### src/rtl/peer_arbiter.sv
module peer_arbiter #(
  parameter int SYNC_LEN = 2
) (
  input  logic clk,
  input  logic rst_n,
  input  logic is_master,
  input  logic need_req,
  input  logic done,
  input  logic peer_req_n,
  output logic req_n,
  output logic granted,
  output logic if_enable
);

  localparam int WAIT_LEN = SYNC_LEN + 1;
  localparam int CW = $clog2(WAIT_LEN + 1);

  typedef enum logic [1:0] {S_IDLE, S_WANT, S_OWN, S_YIELD} st_t;

  st_t state;
  logic [SYNC_LEN-1:0] sync_q;
  logic [CW-1:0] cnt;
  logic peer_s, win;

  // two-flop style synchronizer, idle value means "no peer request"
  always_ff @(posedge clk) begin
    if (!rst_n) sync_q <= '1;
    else        sync_q <= {sync_q[SYNC_LEN-2:0], peer_req_n};
  end

  assign peer_s = sync_q[SYNC_LEN-1];
  assign win    = (state == S_WANT) && peer_s && (cnt == CW'(WAIT_LEN - 1));

  always_ff @(posedge clk) begin
    if (!rst_n) begin
      state   <= S_IDLE;
      cnt     <= '0;
      granted <= 1'b0;
    end else begin
      granted <= win;
      case (state)
        S_IDLE: begin
          cnt <= '0;
          if (need_req) state <= S_WANT;
        end
        S_WANT: begin
          if (!peer_s) begin
            cnt <= '0;
            if (!is_master) state <= S_YIELD;
          end else if (win) begin
            cnt   <= '0;
            state <= S_OWN;
          end else begin
            cnt <= cnt + 1'b1;
          end
        end
        S_OWN: begin
          cnt <= '0;
          if (done) state <= S_IDLE;
        end
        default: begin
          cnt <= '0;
          if (peer_s) state <= S_WANT;
        end
      endcase
    end
  end

  assign req_n     = !((state == S_WANT) || (state == S_OWN));
  assign if_enable = (state == S_OWN);

  a_r1_reset_idle: assert property (@(posedge clk)
    !rst_n |=> (req_n && !granted && !if_enable));

  a_r2_own_implies_request: assert property (@(posedge clk) disable iff (!rst_n)
    if_enable |-> !req_n);

  a_r3_grant_one_cycle: assert property (@(posedge clk) disable iff (!rst_n)
    granted |=> !granted);

  a_r3_grant_marks_start: assert property (@(posedge clk) disable iff (!rst_n)
    $rose(if_enable) |-> granted);

  a_r4_no_grant_on_peer_low: assert property (@(posedge clk) disable iff (!rst_n)
    ((state == S_WANT) && !peer_s) |=> !if_enable);

  a_r5_slave_yields: assert property (@(posedge clk) disable iff (!rst_n)
    ((state == S_WANT) && !peer_s && !is_master) |=> req_n);

  a_r5_master_holds: assert property (@(posedge clk) disable iff (!rst_n)
    ((state == S_WANT) && !peer_s && is_master) |=> !req_n);

  a_r6_hold_until_done: assert property (@(posedge clk) disable iff (!rst_n)
    (if_enable && !done) |=> if_enable);

  a_r6_release: assert property (@(posedge clk) disable iff (!rst_n)
    (if_enable && done) |=> (req_n && !if_enable));

  a_r7_done_ignored: assert property (@(posedge clk) disable iff (!rst_n)
    (!if_enable && !req_n && done) |=> !req_n);

endmodule

### config.mk
export PLATFORM = sky130hd
export DESIGN_NAME = peer_arbiter
export DESIGN_NICKNAME = d
export VERILOG_FILES = /design/src/rtl/peer_arbiter.sv
export SDC_FILE = /design/constraint.sdc
export NUM_CORES = 1
export LEC_CHECK = 0
export ABC_AREA = 1
export BUFFER_PORTS_ARGS = -buffer_cell sky130_fd_sc_hd__buf_4
export CAP_MARGIN = 20
export CORE_AREA = 8 8 45 47
export DETAILED_ROUTE_END_ITERATION = 12
export DIE_AREA = 0 0 53 55
export PLACE_DENSITY_LB_ADDON = 0.15
export SKIP_LAST_GASP = 1
export SYNTH_ARGS = -nofsm -noshare
export SYNTH_HDL_FRONTEND = slang
export SYNTH_SLANG_ARGS = --single-unit
### constraint.sdc
create_clock -name clk -period 2.95 [get_ports clk]
set_input_delay 0.4425 -clock clk [delete_from_list [all_inputs] [get_ports clk]]
set_output_delay 0.4425 -clock clk [all_outputs]
set_load 0.1 [all_outputs]
==> results of run 1 <==
cells in the final DEF (no fill, tap or decap):
| cell type | netlist | final |
|---|---|---|
| a21oi_1 | 1 | 1 |
| ha_1 | 4 | 4 |
| nand2_2 | 1 | 1 |
| nand3_1 | 5 | 5 |
| nor3_1 | 1 | 1 |
| clkbuf_4 | 0 | 3 |
| inv_1 | 11 | 11 |
| clkbuf_1 | 0 | 1 |
| nor2_2 | 2 | 2 |
| nor2_1 | 9 | 9 |
| nand2_1 | 8 | 8 |
| or2_2 | 2 | 2 |
| dfxtp_1 | 7 | 7 |
| buf_4 | 0 | 8 |
power by group through the flow:
stage	logic, mW	registers, mW	clock network, mW
5_1_grt	0.361	0.127	0.0955
4_1_cts	0.340	0.126	0.0915
2_1_floorplan	0.276	0.125	0
6_report	0.335	0.126	0.0844
3_5_place_dp	0.339	0.128	0
3_3_place_gp	0.339	0.127	0
how the worst min path moves through the flow:
stage,cells past startpoint,to,from
6_report,2,sync_q[0]$_SDFF_PN1_,peer_req_n
3_3_place_gp,1,sync_q[1]$_SDFF_PN1_,sync_q[0]$_SDFF_PN1_
4_1_cts,2,sync_q[0]$_SDFF_PN1_,peer_req_n
3_5_place_dp,1,sync_q[1]$_SDFF_PN1_,sync_q[0]$_SDFF_PN1_
5_1_grt,2,sync_q[0]$_SDFF_PN1_,peer_req_n
2_1_floorplan,1,cnt[0]$_SDFF_PP0_,cnt[0]$_SDFF_PP0_
metal layers:
layer	up-vias	GRT usage
met4	0	0.0647
met2	7	0.0703
met5	-	0
li1	176	-
met3	2	0.0267
met1	135	0.0503
logic make-up (layout without fill, tap and decap cells):
kind of cell    count (synthesis)  after routing
compound gates                  1              1
simple gates                   28             28
fa+ha+maj                       4              4
flops                           7              7
buf+inv                        11             23
through the flow:
| stage | power, mW | instance area (um^2) | hold slack [ns] | instances |
|---|---|---|---|---|
| floorplan | 0.402 | 362 | 0.391 | 51 |
| global placement | 0.466 | 442 | 0.398 | 75 |
| detailed placement | 0.467 | 442 | 0.402 | 75 |
| CTS | 0.557 | 468 | 0.365 | 79 |
| global route | 0.584 | 468 | 0.367 | 79 |
| finish | 0.545 | 468 | 0.381 | 79 |
area by class of cell:
cell class | count | share of cell area
Tap cell | 16 | 0.0428
Timing Repair Buffer | 8 | 0.128
Inverter | 11 | 0.0882
Multi-Input combinational cell | 33 | 0.385
Clock buffer | 4 | 0.0561
Sequential cell | 7 | 0.299
sequential cells by signal, summed over array words and instances (netlist names):
signal	cells
state	2
granted	1
cnt	2
sync_q	2
==> results.sh, run 1 <==
export IMPL_relSlewSlack=0.814
export IMPL_multi_input_area_um2=180
export IMPL_cts_buffers=3
export IMPL_critPathMaxFanout=3
export IMPL_vias=320
export IMPL_yosys_top_cells_count="inv_1 (11), nor2_1 (9), nand2_1 (8), dfxtp_1 (7), nand3_1 (5)"
export IMPL_setup_ws_ns=1.22
export IMPL_rrSetupSlack_ns=1.67
export IMPL_final_net_count=74
export IMPL_place_ws_ns=1.49
export IMPL_crit_family="buffers and inverters"
export IMPL_crit_start="state[0]$_SDFFE_PN0P_"
export IMPL_dr_pass1_iters=2
export IMPL_htree_num_levels=1
export IMPL_worstSkewPairLatency_ns=0.24
export IMPL_skew_ns=0.000457
export IMPL_cp_depth=4
export IMPL_ys_seq_area_frac=0.388
export IMPL_antenna_left=0
export IMPL_grt_use_total=0.0514
export IMPL_clock_sinks=7
export IMPL_routedWlPerCell_um=8.61
export IMPL_grt_pass1_wl_um=1080
export IMPL_cts_resized=0
export IMPL_cts_setup_buffers=0
export IMPL_synth_xor_area_share=0
export IMPL_power_frac_seq=0.231
export IMPL_rr_endpoint="state[1]$_SDFFE_PN0P_"
export IMPL_syn_mean_instance_area_um2=7.09
export IMPL_vias_per_cell=4.05
export IMPL_grt_ovfl_total=0
export IMPL_drv_slew=0
export IMPL_yosysTopAreaCellShare=0.388
export IMPL_fp_row_count=14
export IMPL_combPwrFrac=0.614
export IMPL_powerDensity_mw_per_mm2=1160
export IMPL_cts_clk_slew_worst_paths_ns=0.05
export IMPL_r2r_start="state[1]$_SDFFE_PN0P_"
export IMPL_dr_wl_met3_um=72
export IMPL_die_h_um=55
export IMPL_holdBufCountCts=0
export IMPL_rr_worst_depth=9
export IMPL_synth_top_family_by_area="simple AND/OR/NAND/NOR gates"
export IMPL_clockBufferDepth=2
export IMPL_status="completed"
export IMPL_leakage_nw=0.244
export IMPL_synth_seq_cells=7
export IMPL_setup_violations=0
export IMPL_async_flop_share=0
export IMPL_netlist_area_um2=362
export IMPL_yosysMostFrequentCell="inv_1"
export IMPL_power_switching_mw=0.291
export IMPL_criticalPathCategory="register to output pin"
export IMPL_crit_end="req_n"
export IMPL_syn_to_final_growth_pct=29.4
export IMPL_yosysTopAreaCell="dfxtp_1"
export IMPL_die_width_um=53
export IMPL_drv_cap=0
export IMPL_grt_max_degree=7
export IMPL_yosys_warnings=0
export IMPL_p_int_mw=0.254
export IMPL_root_buffer="clkbuf_4"
export IMPL_antenna_found_initial=0
export IMPL_hold_path_class="input port to register"
export IMPL_fill_cells=160
export IMPL_cpMaxStageDelayCell="dfxtp_1"
export IMPL_required_ns=2.51
export IMPL_crit_path_end_kind="output pin"
export IMPL_syn_inst=51
export IMPL_seq_area_um2=140
export IMPL_core_area_mm2=0.00138
export IMPL_crit_chain="inv_1 > ha_1 > inv_1 > buf_4"
export IMPL_timing_final_crit_period_ns=1.73
export IMPL_fin_util=0.338
export IMPL_hpwl_um=586
export IMPL_max_stage_delay_ns=0.35
export IMPL_synth_mux_area_frac=0
export IMPL_gp_congestion=0.661
export IMPL_cp_num_buf_inv=3
export IMPL_initial_core_util=0.261
export IMPL_clock_fmax_mhz=580
export IMPL_clkPwrFrac=0.155
export IMPL_synthAdderAreaFrac=0.138
export IMPL_ir_drop_mv=0.436
export IMPL_drt_total_wl_um=680
export IMPL_synth_nets=61
export IMPL_synth_area_leaders="dfxtp_1 (39%), ha_1 (14%), inv_1 (11%)"
export IMPL_yosysUniqueCellTypes=11
export IMPL_drc=0
export IMPL_ios=9
export IMPL_worstPathArrival_ns=1.28
export IMPL_period_share=0.585
export IMPL_drive_gt1_frac=0.254
export IMPL_route_met2_wl_um=296
export IMPL_fin_tns_setup_ns=0
export IMPL_p_sw_frac=0.534
export IMPL_synth_ff_type="dfxtp_1"
export IMPL_wl_met1_um=299
export IMPL_synth_simple_area_share=0.346
export IMPL_antennaDiodeCount=0
export IMPL_start_kind="register"
export IMPL_port_buffers=8
export IMPL_synth_edf_count=0
export IMPL_dieArea_mm2=0.00292
export IMPL_rsz0062_at_grt="no"
export IMPL_worst_pin_slew_ns=0.281
export IMPL_grt_pass1_vias=281
export IMPL_tritoncts="done"
export IMPL_crit_top_cell="inv_1"
export IMPL_synth_compound_area_frac=0.0138
export IMPL_initialDrtViolationCount=2
export IMPL_top_layer_used="met4"
export IMPL_hold_viol=0
(Power assumes the default switching activity.)
==> run 2, diff against run 1 <==
ABC_AREA = 0   (was 1)
clock period = 1.5 ns   (was 2.95 ns; I/O delays follow)
==> run 2 against run 1 <==
Compared with the run above:
- the flow now finishes with violations (negative setup slack)
- wire length up 19%
- via count down 9.1%
- first-iteration DRC count rose to 2.5 times the previous value
- sequential power grew 90%
- critical path depth increased by 2
- sequential share of layout area is 2.8 points lower
- largest cell class unchanged
- largest power group unchanged
==> results.sh, run 2 <==
export IMPL_drt_total_wl_um=806
export IMPL_final_common_cell="buf_4"
export IMPL_htree_num_levels=1
export IMPL_skew_ns=0.00247
export IMPL_final_net_count=61
export IMPL_clockBufferDepth=2
export IMPL_leakage_nw=0.234
export IMPL_ir_drop_mv=1.00
export IMPL_hold_viol=0
export IMPL_rsz0062_at_grt="yes"
export IMPL_crit_chain="inv_4 > ha_4 > or4_4 > o221ai_4 > o21ai_2 > o211a_1"
export IMPL_initialDrtViolationCount=5
export IMPL_criticalPathCategory="register to register"
export IMPL_synth_area_leaders="dfxtp_1 (42%), ha_1 (15%), inv_1 (8.0%)"
export IMPL_crit_path_end_kind="register"
export IMPL_drv_slew=0
export IMPL_dieArea_mm2=0.00292
export IMPL_worstPathArrival_ns=1.64
export IMPL_status="finished with violations"
export IMPL_die_width_um=53
export IMPL_design_area_um2=534
export IMPL_root_buffer="clkbuf_4"
export IMPL_synth_nets=44
export IMPL_synth_edf_count=0
export IMPL_place_area_um2=453
export IMPL_async_flop_share=0
export IMPL_clock_fmax_mhz=666
export IMPL_grt_ovfl_total=0
export IMPL_netlist_area_um2=330
export IMPL_die_h_um=55
export IMPL_hpwl_um=578
export IMPL_cpMaxStageDelayCell="or4_4"
export IMPL_antennaDiodeCount=0
export IMPL_ys_seq_area_frac=0.424
export IMPL_layout_common_cells="buf_4 (10), inv_1 (5), dfxtp_1 (5)"
export IMPL_yosysUniqueCellTypes=16
export IMPL_gp_congestion=0.739
export IMPL_port_buffers=8
export IMPL_syn_to_final_growth_pct=61.7
export IMPL_reg_largest_list="cnt: 2 flops, state: 2 flops, sync_q: 2 flops"
export IMPL_relSlewSlack=0.815
export IMPL_antenna_found_initial=0
export IMPL_grt_pass1_vias=272
export IMPL_p_total_mw=0.803
export IMPL_setup_ws_ns=-0.00112
export IMPL_core_area_mm2=0.00138
export IMPL_tritoncts="done"
export IMPL_grt_max_degree=7
export IMPL_vias=291
export IMPL_syn_mean_instance_area_um2=9.72
export IMPL_synth_ff_type="dfxtp_1"
export IMPL_clock_sinks=7
export IMPL_period_share=1.00
export IMPL_fp_row_count=14
export IMPL_timing_final_crit_period_ns=1.50
export IMPL_synth_seq_cells=7
export IMPL_setup_violations=1
export IMPL_violations="negative setup slack"
export IMPL_dr_pass1_iters=4
export IMPL_routedWlPerCell_um=12.2
export IMPL_cts_clk_slew_worst_paths_ns=0.06
export IMPL_vias_per_cell=4.41
export IMPL_grt_pass1_wl_um=1150
export IMPL_start_kind="register"
export IMPL_yosysTopAreaCell="dfxtp_1"
export IMPL_drive_gt1_frac=0.520
export IMPL_syn_inst=34
export IMPL_drc=0
export IMPL_required_ns=1.64
export IMPL_ios=9
export IMPL_cts_buffers=3
export IMPL_drv_cap=0
export IMPL_powerDensity_mw_per_mm2=1500
export IMPL_antenna_left=0
export IMPL_worst_pin_slew_ns=0.279
export IMPL_yosysTopAreaCellShare=0.424
export IMPL_grt_use_total=0.0570
export IMPL_worstSkewPairLatency_ns=0.25
export IMPL_initial_core_util=0.239
export IMPL_max_stage_delay_ns=0.54
export IMPL_yosys_warnings=0
export IMPL_yosys_top_cells_count="dfxtp_1 (7), inv_1 (7), ha_1 (4)"
export IMPL_holdBufCountCts=0
export IMPL_hold_path_class="input port to register"
export IMPL_critPathMaxFanout=3
-- run 2: changes by cell type after synthesis, moves of 2 or more --
cell,previous run,this run
nor2_2,2,0
or2_2,2,0
inv_1,11,7
nand2b_1,0,2
nand2_1,8,2
nor2_1,9,1
nand3_1,5,1
-- run 2: metrics by stage --
stage                util  hold slack, ns  setup TNS (ns)  instances  setup WS [ns]
finish              0.386           0.167        -0.00112         66       -0.00112
global route        0.386           0.159         -0.0981         66        -0.0611
CTS                 0.352           0.153        -0.00180         64       -0.00180
detailed placement  0.327           0.397         -0.0583         60        -0.0364
global placement    0.327           0.399               0         60        0.00749
floorplan               -           0.298               0         34        0.00341
-- run 2: cells by family after synthesis --
kind of cell / count (synthesis) / share of synthesized area
adders and majority gates: 4 / 0.152
AOI/OAI and AO/OA: 5 / 0.140
buffers and inverters: 7 / 0.0796
and+or+nand+nor: 9 / 0.140
muxes: 2 / 0.0644
DFF: 7 / 0.424
-- run 2: final cells by class --
type	count	area (um^2)
tap	16	20.0
multi-input combinational	20	208
timing repair buffer	12	106
clock buffer	4	26.3
fill	150	850
inverter	7	28.8
sequential	7	145
-- run 2: final timing paths --
kind / slack, ns / end / startpoint / cells past startpoint
worst max-delay path: -0.001 / state[1]$_SDFFE_PN0P_ / state[1]$_SDFFE_PN0P_ / 6
worst min register to register: 0.40 / sync_q[1]$_SDFF_PN1_ / sync_q[0]$_SDFF_PN1_ / 1
worst max register to register: -0.001 / state[1]$_SDFFE_PN0P_ / state[1]$_SDFFE_PN0P_ / 6
worst min-delay path: 0.17 / sync_q[0]$_SDFF_PN1_ / peer_req_n / 2
-- run 2: what timing repair did --
action,4_1_cts,5_1_grt
endpoints found under the setup margin,3,3
resized for setup,2,7
pin swaps,1,1
gates cloned,0,0
setup buffers,0,2
-- run 2: metal layers --
metal	track usage	part of all wire	vias up
met2	0.0820	0.52	9
met3	0.0267	0.079	2
li1	-	-	145
met5	0	0	-
met1	0.0612	0.39	135
met4	0.0517	0.012	0
-- run 2: worst max-delay path, delay by kind of cell, from the launching register on --
kind	cells	cell delay (ns)
simple gates	1	0.54
buf+inv	1	0.05
flops	1	0.36
fa+ha+maj	1	0.15
compound gates	3	0.29
-- run 2: where the power goes --
group	internal (mW)	switching [mW]
Sequential	0.218	0.0226
Clock	0.102	0.0697
Combinational	0.157	0.234
==> run 3, diff against run 2 <==
BUFFER_PORTS_ARGS = -buffer_cell sky130_fd_sc_hd__buf_2   (was -buffer_cell sky130_fd_sc_hd__buf_4)
==> run 3 against run 2 <==
Compared with the run above:
- the flow now finishes without violations
- global-route usage rose by 0.38 points
- clock skew is 0.0013 ns lower
- setup slack improved by 0.011 ns
- power is 4.7% higher
- utilization up 0.18 points
- critical path type unchanged
- largest power group unchanged
==> results.sh, run 3 (synthesis gave the netlist of run 2 again) <==
export IMPL_status="completed"
export IMPL_worst_pin_slew_ns=0.485
export IMPL_grt_use_met2=0.0918
export IMPL_rr_endpoint="state[0]$_SDFFE_PN0P_"
export IMPL_worstSkewPairLatency_ns=0.25
export IMPL_cp_depth=6
export IMPL_crit_chain="inv_2 > ha_4 > or4_4 > o221ai_4 > a21oi_2 > mux2i_1"
export IMPL_power_switching_mw=0.337
export IMPL_antenna_left=0
export IMPL_grt_use_total=0.0608
export IMPL_place_ws_ns=-0.0151
export IMPL_power_frac_seq=0.278
export IMPL_powerDensity_mw_per_mm2=1570
export IMPL_routedWlPerCell_um=11.0
export IMPL_initialDrtViolationCount=4
export IMPL_grt_ovfl_total=0
export IMPL_antennaDiodeCount=0
export IMPL_clkPwrFrac=0.207
export IMPL_design_area_um2=537
export IMPL_combPwrFrac=0.516
export IMPL_drv_cap=0
export IMPL_grt_busiest_layer="met2"
export IMPL_crit_end="state[0]$_SDFFE_PN0P_"
export IMPL_fin_tns_setup_ns=0
export IMPL_hp_start="peer_req_n"
export IMPL_final_net_count=60
export IMPL_gp_congestion=0.703
export IMPL_drc=0
export IMPL_start_kind="register"
export IMPL_die_width_um=53
export IMPL_crit_family="simple AND/OR/NAND/NOR gates"
export IMPL_grt_pass1_vias=292
export IMPL_grt_pass1_wl_um=1220
export IMPL_worstPathArrival_ns=1.62
export IMPL_drt_total_wl_um=713
export IMPL_fp_row_count=14
export IMPL_required_ns=1.63
export IMPL_rr_worst_depth=6
export IMPL_cts_buffers=3
export IMPL_period_share=0.993
export IMPL_hold_path_class="input port to register"
export IMPL_root_buffer="clkbuf_4"
export IMPL_syn_to_final_growth_pct=62.5
export IMPL_grtUsageMet3=0.0455
export IMPL_holdBufCountCts=0
export IMPL_crit_path_end_kind="register"
export IMPL_die_h_um=55
export IMPL_setup_ws_ns=0.0103
export IMPL_crit_start="state[0]$_SDFFE_PN0P_"
export IMPL_timing_final_crit_period_ns=1.49
export IMPL_port_buffers=8
export IMPL_hpwl_um=585
export IMPL_reg_largest_list="cnt: 2 flops, state: 2 flops, sync_q: 2 flops"
export IMPL_drv_slew=0
export IMPL_grt_util_met1=0.0580
export IMPL_cts_clk_slew_worst_paths_ns=0.05
export IMPL_hold_viol=0
export IMPL_grt_max_degree=7
export IMPL_htree_num_levels=1
export IMPL_core_area_mm2=0.00138
export IMPL_clockBufferDepth=2
export IMPL_critPathMaxFanout=3
export IMPL_max_stage_delay_ns=0.54
export IMPL_skew_ns=0.00112
export IMPL_rrSetupSlack_ns=0.01
export IMPL_criticalPathCategory="register to register"
export IMPL_r2r_start="state[0]$_SDFFE_PN0P_"
export IMPL_ios=9
export IMPL_p_sw_frac=0.401
export IMPL_relSlewSlack=0.679
export IMPL_fin_hold_ws_ns=0.157
export IMPL_clock_sinks=7
export IMPL_layout_common_cells="buf_2 (6), inv_1 (5), dfxtp_1 (5)"
export IMPL_dieArea_mm2=0.00292
export IMPL_p_total_mw=0.841
export IMPL_tritoncts="done"
export IMPL_drive_gt1_frac=0.531
export IMPL_cpMaxStageDelayCell="or4_4"
export IMPL_setup_violations=0
export IMPL_leakage_nw=0.230
export IMPL_antenna_found_initial=0
export IMPL_initial_core_util=0.239
export IMPL_cp_num_buf_inv=1
export IMPL_p_int_mw=0.504
export IMPL_place_area_um2=463
export IMPL_vias=270
export IMPL_final_common_cell="buf_2"
export IMPL_vias_per_cell=4.15
export IMPL_rsz0062_at_grt="yes"
export IMPL_fill_cells=137
export IMPL_clock_fmax_mhz=671
export IMPL_ir_drop_mv=0.910
export IMPL_dr_pass1_iters=3
run 3: cell count changes in the layout (fill, tap and decap cells not counted):
cell    change
buf_2       +6
ha_1        -1
buf_4       -8
buf_12      +1
ha_4        +1
run 3: worst register-to-register path: stages (launching register included):
cell	delay, ns
dfxtp_4	0.35
inv_2	0.06
ha_4	0.15
or4_4	0.54
o221ai_4	0.10
a21oi_2	0.06
mux2i_1	0.12
run 3: what timing repair did:
action	in CTS	in global routing
buffers inserted	1	0
resized for setup	6	2
pin swaps	2	1
setup endpoints to repair	2	2
run 3: worst min path at each step:
stage / end / slack (ns) / cells past startpoint
global route: sync_q[0]$_SDFF_PN1_ / 0.17 / 2
global placement: sync_q[1]$_SDFF_PN1_ / 0.40 / 1
floorplan: sync_q[0]$_SDFF_PN1_ / 0.30 / 1
detailed placement: sync_q[1]$_SDFF_PN1_ / 0.40 / 1
CTS: sync_q[0]$_SDFF_PN1_ / 0.14 / 2
finish: sync_q[0]$_SDFF_PN1_ / 0.16 / 2
run 3: power by group through the flow:
stage               clock, mW  combinational [mW]  sequential, mW
global route            0.195               0.471           0.235
detailed placement          0               0.365           0.241
global placement            0               0.356           0.241
CTS                     0.185               0.436           0.234
floorplan                   0               0.252           0.239
finish                  0.174               0.434           0.233
run 3: layer usage:
layer  up-vias  wire length, um  share of wire
met5         -                0              0
met3         0               49          0.069
li1        144                -              -
met1       121              310           0.43
met4         0                0              0
met2         5              354           0.50
run 3: layout make-up:
| type | count | area [um^2] | share of cell area |
|---|---|---|---|
| well taps | 16 | 20.0 | 0.0373 |
| multi-input cells | 20 | 220 | 0.410 |
| inverters | 7 | 28.8 | 0.0536 |
| clock buffers | 4 | 26.3 | 0.0490 |
| repair buffers | 11 | 96.3 | 0.179 |
| flip-flops and latches | 7 | 145 | 0.270 |
run 3: metrics by stage:
| step | utilization | instances |
|---|---|---|
| 4_1_cts | 0.383 | 65 |
| 3_3_place_gp | 0.335 | 60 |
| 6_report | 0.388 | 65 |
| 2_1_floorplan | - | 34 |
| 3_5_place_dp | 0.335 | 60 |
| 5_1_grt | 0.388 | 65 |
